### src/rtl/bcdlen_pkg.sv
package bcdlen_pkg;
  localparam int unsigned DIGIT_W    = 4;
  localparam int unsigned BYTE_W     = 8;
  localparam logic [3:0]  DIGIT_MAX  = 4'd9;
  localparam logic [7:0]  ASCII_ZERO = 8'h30;
endpackage

### src/rtl/lenfield_rst_sync.sv
module lenfield_rst_sync #(
  parameter int unsigned STAGES = 2
) (
  input  logic clk,
  input  logic rst_n,
  output logic rst_sync_n
);
  logic [STAGES-1:0] sr_q;

  always_ff @(posedge clk or negedge rst_n) begin
    if (!rst_n) sr_q <= '0;
    else        sr_q <= {sr_q[STAGES-2:0], 1'b1};
  end

  assign rst_sync_n = sr_q[STAGES-1];
endmodule

### src/rtl/lenfield_digit.sv
module lenfield_digit
  import bcdlen_pkg::*;
(
  input  logic               clk,
  input  logic               rst_n,
  input  logic               start,
  input  logic [DIGIT_W-1:0] start_val,
  input  logic               carry_in,
  output logic [DIGIT_W-1:0] q,
  output logic               at_max,
  output logic               carry_out
);
  logic [DIGIT_W-1:0] q_d;
  logic               en;

  assign at_max    = (q == DIGIT_MAX);
  assign carry_out = carry_in & at_max;
  assign en        = start | carry_in;

  always_comb begin
    q_d = q;
    if (start)         q_d = start_val;
    else if (carry_in) q_d = at_max ? '0 : q + 1'b1;
  end

  always_ff @(posedge clk or negedge rst_n) begin
    if (!rst_n)  q <= '0;
    else if (en) q <= q_d;
  end
endmodule

### src/rtl/lenfield_ascii.sv
module lenfield_ascii
  import bcdlen_pkg::*;
(
  input  logic [DIGIT_W-1:0] nib,
  output logic [BYTE_W-1:0]  ch
);
  assign ch = ASCII_ZERO + {{(BYTE_W-DIGIT_W){1'b0}}, nib};
endmodule

### src/rtl/lenfield_bcd.sv
module lenfield_bcd
  import bcdlen_pkg::*;
#(
  parameter int unsigned DIGITS = 4
) (
  input  logic                       clk,
  input  logic                       rst_n,
  input  logic                       in_valid,
  input  logic                       in_first,
  input  logic                       in_last,
  output logic [DIGITS*DIGIT_W-1:0]  len_bcd,
  output logic [BYTE_W-1:0]          len_hi,
  output logic [BYTE_W-1:0]          len_lo,
  output logic                       done,
  output logic                       overflow,
  output logic [DIGITS*BYTE_W-1:0]   dbg_ascii
);
  localparam int unsigned FIELD_W = DIGITS * DIGIT_W;

  logic              rst_sync_n;
  logic              start, step, full;
  logic [DIGITS:0]   carry;
  logic [DIGITS-1:0] is_max;
  logic              ovf_d, done_d;

  lenfield_rst_sync #(.STAGES(2)) u_rst (
    .clk        (clk),
    .rst_n      (rst_n),
    .rst_sync_n (rst_sync_n)
  );

  assign start    = in_valid & in_first;
  assign full     = &is_max;
  assign step     = in_valid & ~in_first & ~full;
  assign carry[0] = step;

  for (genvar g = 0; g < DIGITS; g++) begin : g_dig
    lenfield_digit u_dig (
      .clk       (clk),
      .rst_n     (rst_sync_n),
      .start     (start),
      .start_val ((g == 0) ? 4'd1 : 4'd0),
      .carry_in  (carry[g]),
      .q         (len_bcd[g*DIGIT_W +: DIGIT_W]),
      .at_max    (is_max[g]),
      .carry_out (carry[g+1])
    );
    lenfield_ascii u_asc (
      .nib (len_bcd[g*DIGIT_W +: DIGIT_W]),
      .ch  (dbg_ascii[g*BYTE_W +: BYTE_W])
    );
  end

  assign len_hi = len_bcd[FIELD_W-1 -: BYTE_W];
  assign len_lo = len_bcd[BYTE_W-1:0];

  always_comb begin
    ovf_d  = overflow;
    if (start)                           ovf_d = 1'b0;
    else if (in_valid && full)           ovf_d = 1'b1;
    done_d = in_valid & in_last;
  end

  always_ff @(posedge clk or negedge rst_sync_n) begin
    if (!rst_sync_n) begin
      overflow <= 1'b0;
      done     <= 1'b0;
    end else begin
      overflow <= ovf_d;
      done     <= done_d;
    end
  end
endmodule

### config.mk
export PLATFORM = sky130hd
export DESIGN_NAME = lenfield_bcd
export DESIGN_NICKNAME = d
export VERILOG_FILES = /design/src/rtl/bcdlen_pkg.sv /design/src/rtl/lenfield_rst_sync.sv /design/src/rtl/lenfield_digit.sv /design/src/rtl/lenfield_ascii.sv /design/src/rtl/lenfield_bcd.sv
export SDC_FILE = /design/constraint.sdc
export NUM_CORES = 1
export LEC_CHECK = 0
export ABC_AREA = 1
export BUFFER_PORTS_ARGS = -buffer_cell sky130_fd_sc_hd__buf_4
export CAP_MARGIN = 20
export CORE_UTILIZATION = 47
export CTS_BUF_LIST = sky130_fd_sc_hd__clkbuf_8 sky130_fd_sc_hd__clkbuf_16
export DETAILED_ROUTE_END_ITERATION = 6
export GPL_TIMING_DRIVEN = 0
export PLACE_DENSITY = 0.8
export SETUP_SLACK_MARGIN = 0.15
export SLEW_MARGIN = 25
export SYNTH_ARGS = -nofsm -noshare
export SYNTH_HDL_FRONTEND = slang
export SYNTH_SLANG_ARGS = --single-unit
### constraint.sdc
create_clock -name clk -period 0.9 [get_ports clk]
set_clock_uncertainty 0.05 [all_clocks]
set_input_delay 0.09 -clock clk [delete_from_list [all_inputs] [get_ports clk]]
set_output_delay 0.09 -clock clk [all_outputs]
set_load 0.05 [all_outputs]
==> results of run 1 <==
[repair_timing]
| item | CTS |
|---|---|
| setup endpoints to repair | 85 |
| pin swaps | 4 |
| hold buffers | 2 |
| buffers inserted | 25 |
| hold endpoints to repair | 3 |
| gates resized for setup | 93 |
[kinds of logic after synthesis]
| logic type | Yosys count |
|---|---|
| adders and majority gates | 8 |
| DFF | 20 |
| buffers and inverters | 68 |
| AOI/OAI and AO/OA | 6 |
| other | 2 |
| and+or+nand+nor | 83 |
| xor gates and xnor gates | 6 |
[per-stage QoR]
step                area, sq um  setup TNS [ns]  util [%]
detailed placement         2380          -12.28      75.4
global placement           2380          -11.57      75.4
floorplan                  1920          -10.23         -
CTS                        2990          -23.11      94.7
==> results.txt, run 1 <==
Sink Count = 20
Std-Cell Rows = 20
TritonCTS buffer count = 3
Inst Count DP = 306
H-tree depth = 1
WEP type = register data pin
Gate Count Post-Synth = 193
die height = 60.6 um
Synth top area share = 31.1%
dominant cell by count in the synthesized netlist = buf_4
Top Ports = 71
port bufs = 54
gpl congestion = 0.732
root buffer cell = clkbuf_8
Synth Area in Compound Gates = 2.17%
Synth area leaders = dfrtp_1 31%, buf_4 23%, nand2_1 7.0%
CTS max path bufs = 2
async set-or-reset flop fraction in the synthesized netlist = 100%
most frequent cells after synthesis = 49 x buf_4, 30 x nand2_1, 20 x dfrtp_1, 20 x nand3_1, 16 x inv_1
status = did not finish
die span in x = 60.6 um
multiplexer share of the synthesized area = 0%
EDFF count, synth = 0
Mapped Avg Cell Area = 8.35 sq um
Error = [ERROR DPL-0038] Utilization greater than 100%, impossible to legalize
Post-Place Setup Slack = -0.607 ns
post-DP HPWL = 2500 um
synth unique cells = 29
flops & latches, synth = 20
initial core utilization = 51.1%
post-synthesis xor/xnor area fraction = 3.26%
worst_ep grt = g_dig[1].u_dig.q[0]$_DFFE_PN0P_/D
ys flop type = dfrtp_1
largest net degree at the start of global routing = 19
largest family of logic cells by synthesized area = simple AND/OR/NAND/NOR gates
post-synthesis simple-gate area fraction = 29.6%
Synth Area in Adders = 6.21%
synthesized area = 1610 sq um
YS warnings = 0
post-synthesis sequential area ratio = 31.1%
Last stage = 5_1_grt
Synth area leader = dfrtp_1
==> run 2: changes to the inputs <==
--- a/config.mk
+++ b/config.mk
@@ -8,12 +8,10 @@
 export ABC_AREA = 1
 export BUFFER_PORTS_ARGS = -buffer_cell sky130_fd_sc_hd__buf_4
 export CAP_MARGIN = 20
-export CORE_UTILIZATION = 47
-export CTS_BUF_LIST = sky130_fd_sc_hd__clkbuf_8 sky130_fd_sc_hd__clkbuf_16
+export CORE_UTILIZATION = 40
 export DETAILED_ROUTE_END_ITERATION = 6
 export GPL_TIMING_DRIVEN = 0
-export PLACE_DENSITY = 0.8
-export SETUP_SLACK_MARGIN = 0.15
+export PLACE_DENSITY_LB_ADDON = 0.15
 export SLEW_MARGIN = 25
 export SYNTH_ARGS = -nofsm -noshare
 export SYNTH_HDL_FRONTEND = slang
==> run 2 against run 1 <==
- the flow now finishes, with violations (setup timing)
- synthesized area did not move
- synthesized cell count unchanged
==> results.txt, run 2 <==
status = finished, violations left
failing checks = setup timing
Regs by FF count = g_dig.u_dig.q: 16 flops, u_rst.sr_q: 2 flops
H-tree depth = 1 (unchanged)
WL/cell = 12.6 um
CP Capture Point = g_dig[1].u_dig.q[2]
area grow syn2layout = 98.1%
Final min period = 1.44 ns
GRT Util Overall = 18.2%
Hold Vio Cnt, Final = 0
maximum resistive drop on vdd = 0.00119 V
fin nets = 317
vias per std cell = 4.53
post-detailed-route count of antenna-violating nets = 0
Largest register FFs = 16
DRC viols = 0
die span in x = 65.5 um (+8.1%)
Fill cells = 218
flops & latches, synth = 20 (unchanged)
port bufs = 54 (unchanged)
worst reg2reg endpoint = g_dig[1].u_dig.q[2]
setup ws final = -0.543 ns
Pleak = 1.59 nW
Synth top area share = 31.1% (unchanged)
EDFF count, synth = 0 (unchanged)
WP data arrival = 1.55 ns
synth unique cells = 29 (unchanged)
post-synthesis sequential area ratio = 31.1% (unchanged)
ys flop type = dfrtp_1
core area = 3770 sq um
final slew viol count = 0
TritonCTS clock tree = yes
Pre-Repair DR Iteration Count = 4
Routed WL = 4410 um
later-pin clock latency in the skew report = 0.27 ns
Top Ports = 71 (unchanged)
Mapped Avg Cell Area = 8.35 sq um (unchanged)
synthesized area = 1610 sq um (unchanged)
most frequent cells after synthesis = 49 x buf_4, 30 x nand2_1, 20 x dfrtp_1, 20 x nand3_1, 16 x inv_1
Post-Place Setup Slack = -0.587 ns (+0.0195 ns)
YS warnings = 0 (unchanged)
crit end category = flip-flop
global route overflow = 0
Gate Count Post-Synth = 193 (unchanged)
initial antenna violation count = 0
most common cell after layout, fill and taps aside = buf_6
routed vias = 1590
Max Cap Viol = 0
global-route wire length before repair = 6000 um
Cell Area, Placed = 2380 sq um (+0.21%)
Finish-stage setup viols = 67
Starting DRT DRC Count = 55
TritonCTS buffer count = 3 (unchanged)
critical path launch point = g_dig[0].u_dig.q[1]
RSZ-0062 raised after global routing = true
Synth area leaders = dfrtp_1 31%, buf_4 23%, nand2_1 7.0%
gpl congestion = 0.790 (+7.8%)
slowest cell on the critical path = dfrtp_2
vias in the first global route = 1366
largest net degree at the start of global routing = 19
Power Total = 6.29 mW
worst-path cell chain = inv_2 -> ha_4 -> nand3_4 -> nor2_8 -> nand2_4 -> nand3_4 -> nand2_2 -> nand2_1 -> nand2_1
share of cells above drive strength 1 = 64.7%
CTS max path bufs = 2 (unchanged)
dominant cell by count in the synthesized netlist = buf_4
Sink Count = 20 (unchanged)
Worst-path clk slew = 0.07 ns
critical path class = reg2reg
fmax = 693 MHz
post-DP HPWL = 2400 um (-3.9%)
critical-path maximum fanout = 5
antenna diode count = 0
pwr dens = 1970 nW/um^2
initial core utilization = 42.7% (-8.4 points)
root buffer cell = clkbuf_8
Reg-to-Reg Start = g_dig[0].u_dig.q[1]
reg2reg path depth = 9
Reg with most FFs = g_dig.u_dig.q
fin area = 3190 sq um
worst reg-to-reg setup slack = -0.54 ns
CP required = 1.00 ns
worst hold-check path type = in2reg
Synth area leader = dfrtp_1
most frequent cells in the layout = 59 x buf_6, 43 x buf_8, 36 x buf_4
TNS Setup = -24.61 ns
die area = 4290 sq um
async set-or-reset flop fraction in the synthesized netlist = 100% (unchanged)
Largest stage delay, worst path = 0.42 ns
Startpoint Class = flip-flop
die height = 65.5 um (+8.1%)
Std-Cell Rows = 22 (+10%)
final worst path period share = 160%
[run 2: cell counts after synthesis]
No cell type changed its count.
[run 2: area by class of cell]
class | instances | area [sq um] | share of cell area [%]
timing repair buffer | 93 | 1100 | 34.6
multi-input combinational | 120 | 865 | 27.1
sequential | 20 | 549 | 17.2
buffer | 48 | 499 | 15.6
inverter | 18 | 70.1 | 2.19
tap | 48 | 60.1 | 1.88
clock buffer | 4 | 45.0 | 1.41
[run 2: repair_timing]
item,CTS,global route
pin swaps,8,9
buffers inserted,23,15
setup endpoints to repair,83,67
gates resized for setup,85,45
cloned,0,0
hold buffers,2,0
endpoints found under the hold margin,3,0
[run 2: worst min path at each step]
stage              from  slack, ns  cells after the start            end
6_report       in_valid       0.03                      3           done
5_1_grt        in_valid       0.05                      3           done
3_3_place_gp      rst_n      -0.18                      1  u_rst.sr_q[0]
4_1_cts        in_valid       0.03                      3           done
2_1_floorplan     rst_n      -0.26                      0  u_rst.sr_q[0]
3_5_place_dp      rst_n      -0.18                      1  u_rst.sr_q[0]
[run 2: worst max-delay path: cells and delay by family, from the launching register on]
kind / cells / cell delay, ns
AND/OR/NAND/NOR: 7 / 0.67
adder cells (fa/ha/maj): 1 / 0.13
buffers and inverters: 1 / 0.07
flip-flops: 1 / 0.42
[run 2: power breakdown]
part           internal (mW)  switching (mW)
Clock                  0.316           0.321
Combinational           2.06            2.33
Sequential              1.07           0.195
Total                   3.45            2.84
[run 2: cells by family after synthesis]
family | share of synthesized area, %
other cells | 0.466
buf+inv | 27.3
flops | 31.1
xor+xnor | 3.26
compound gates | 2.17
simple gates | 29.6
fa+ha+maj | 6.21
[run 2: layer usage]
| layer | wire (um) | track usage [%] | vias up |
|---|---|---|---|
| li1 | - | - | 767 |
| met1 | 1710 | 21.3 | 759 |
| met2 | 2430 | 32.6 | 55 |
| met3 | 215 | 4.51 | 9 |
| met4 | 56 | 5.43 | 0 |
| met5 | 0 | 0 | - |
[run 2: through the flow]
stage | hold slack [ns] | instances | utilization, %
finish | 0.0295 | 351 | 84.7
floorplan | -0.256 | 208 | -
global placement | -0.176 | 310 | 63.2
CTS | 0.0324 | 339 | 77.9
global route | 0.0467 | 351 | 84.7
detailed placement | -0.176 | 310 | 63.2
No activity file was read; power rests on OpenSTA's default activity.
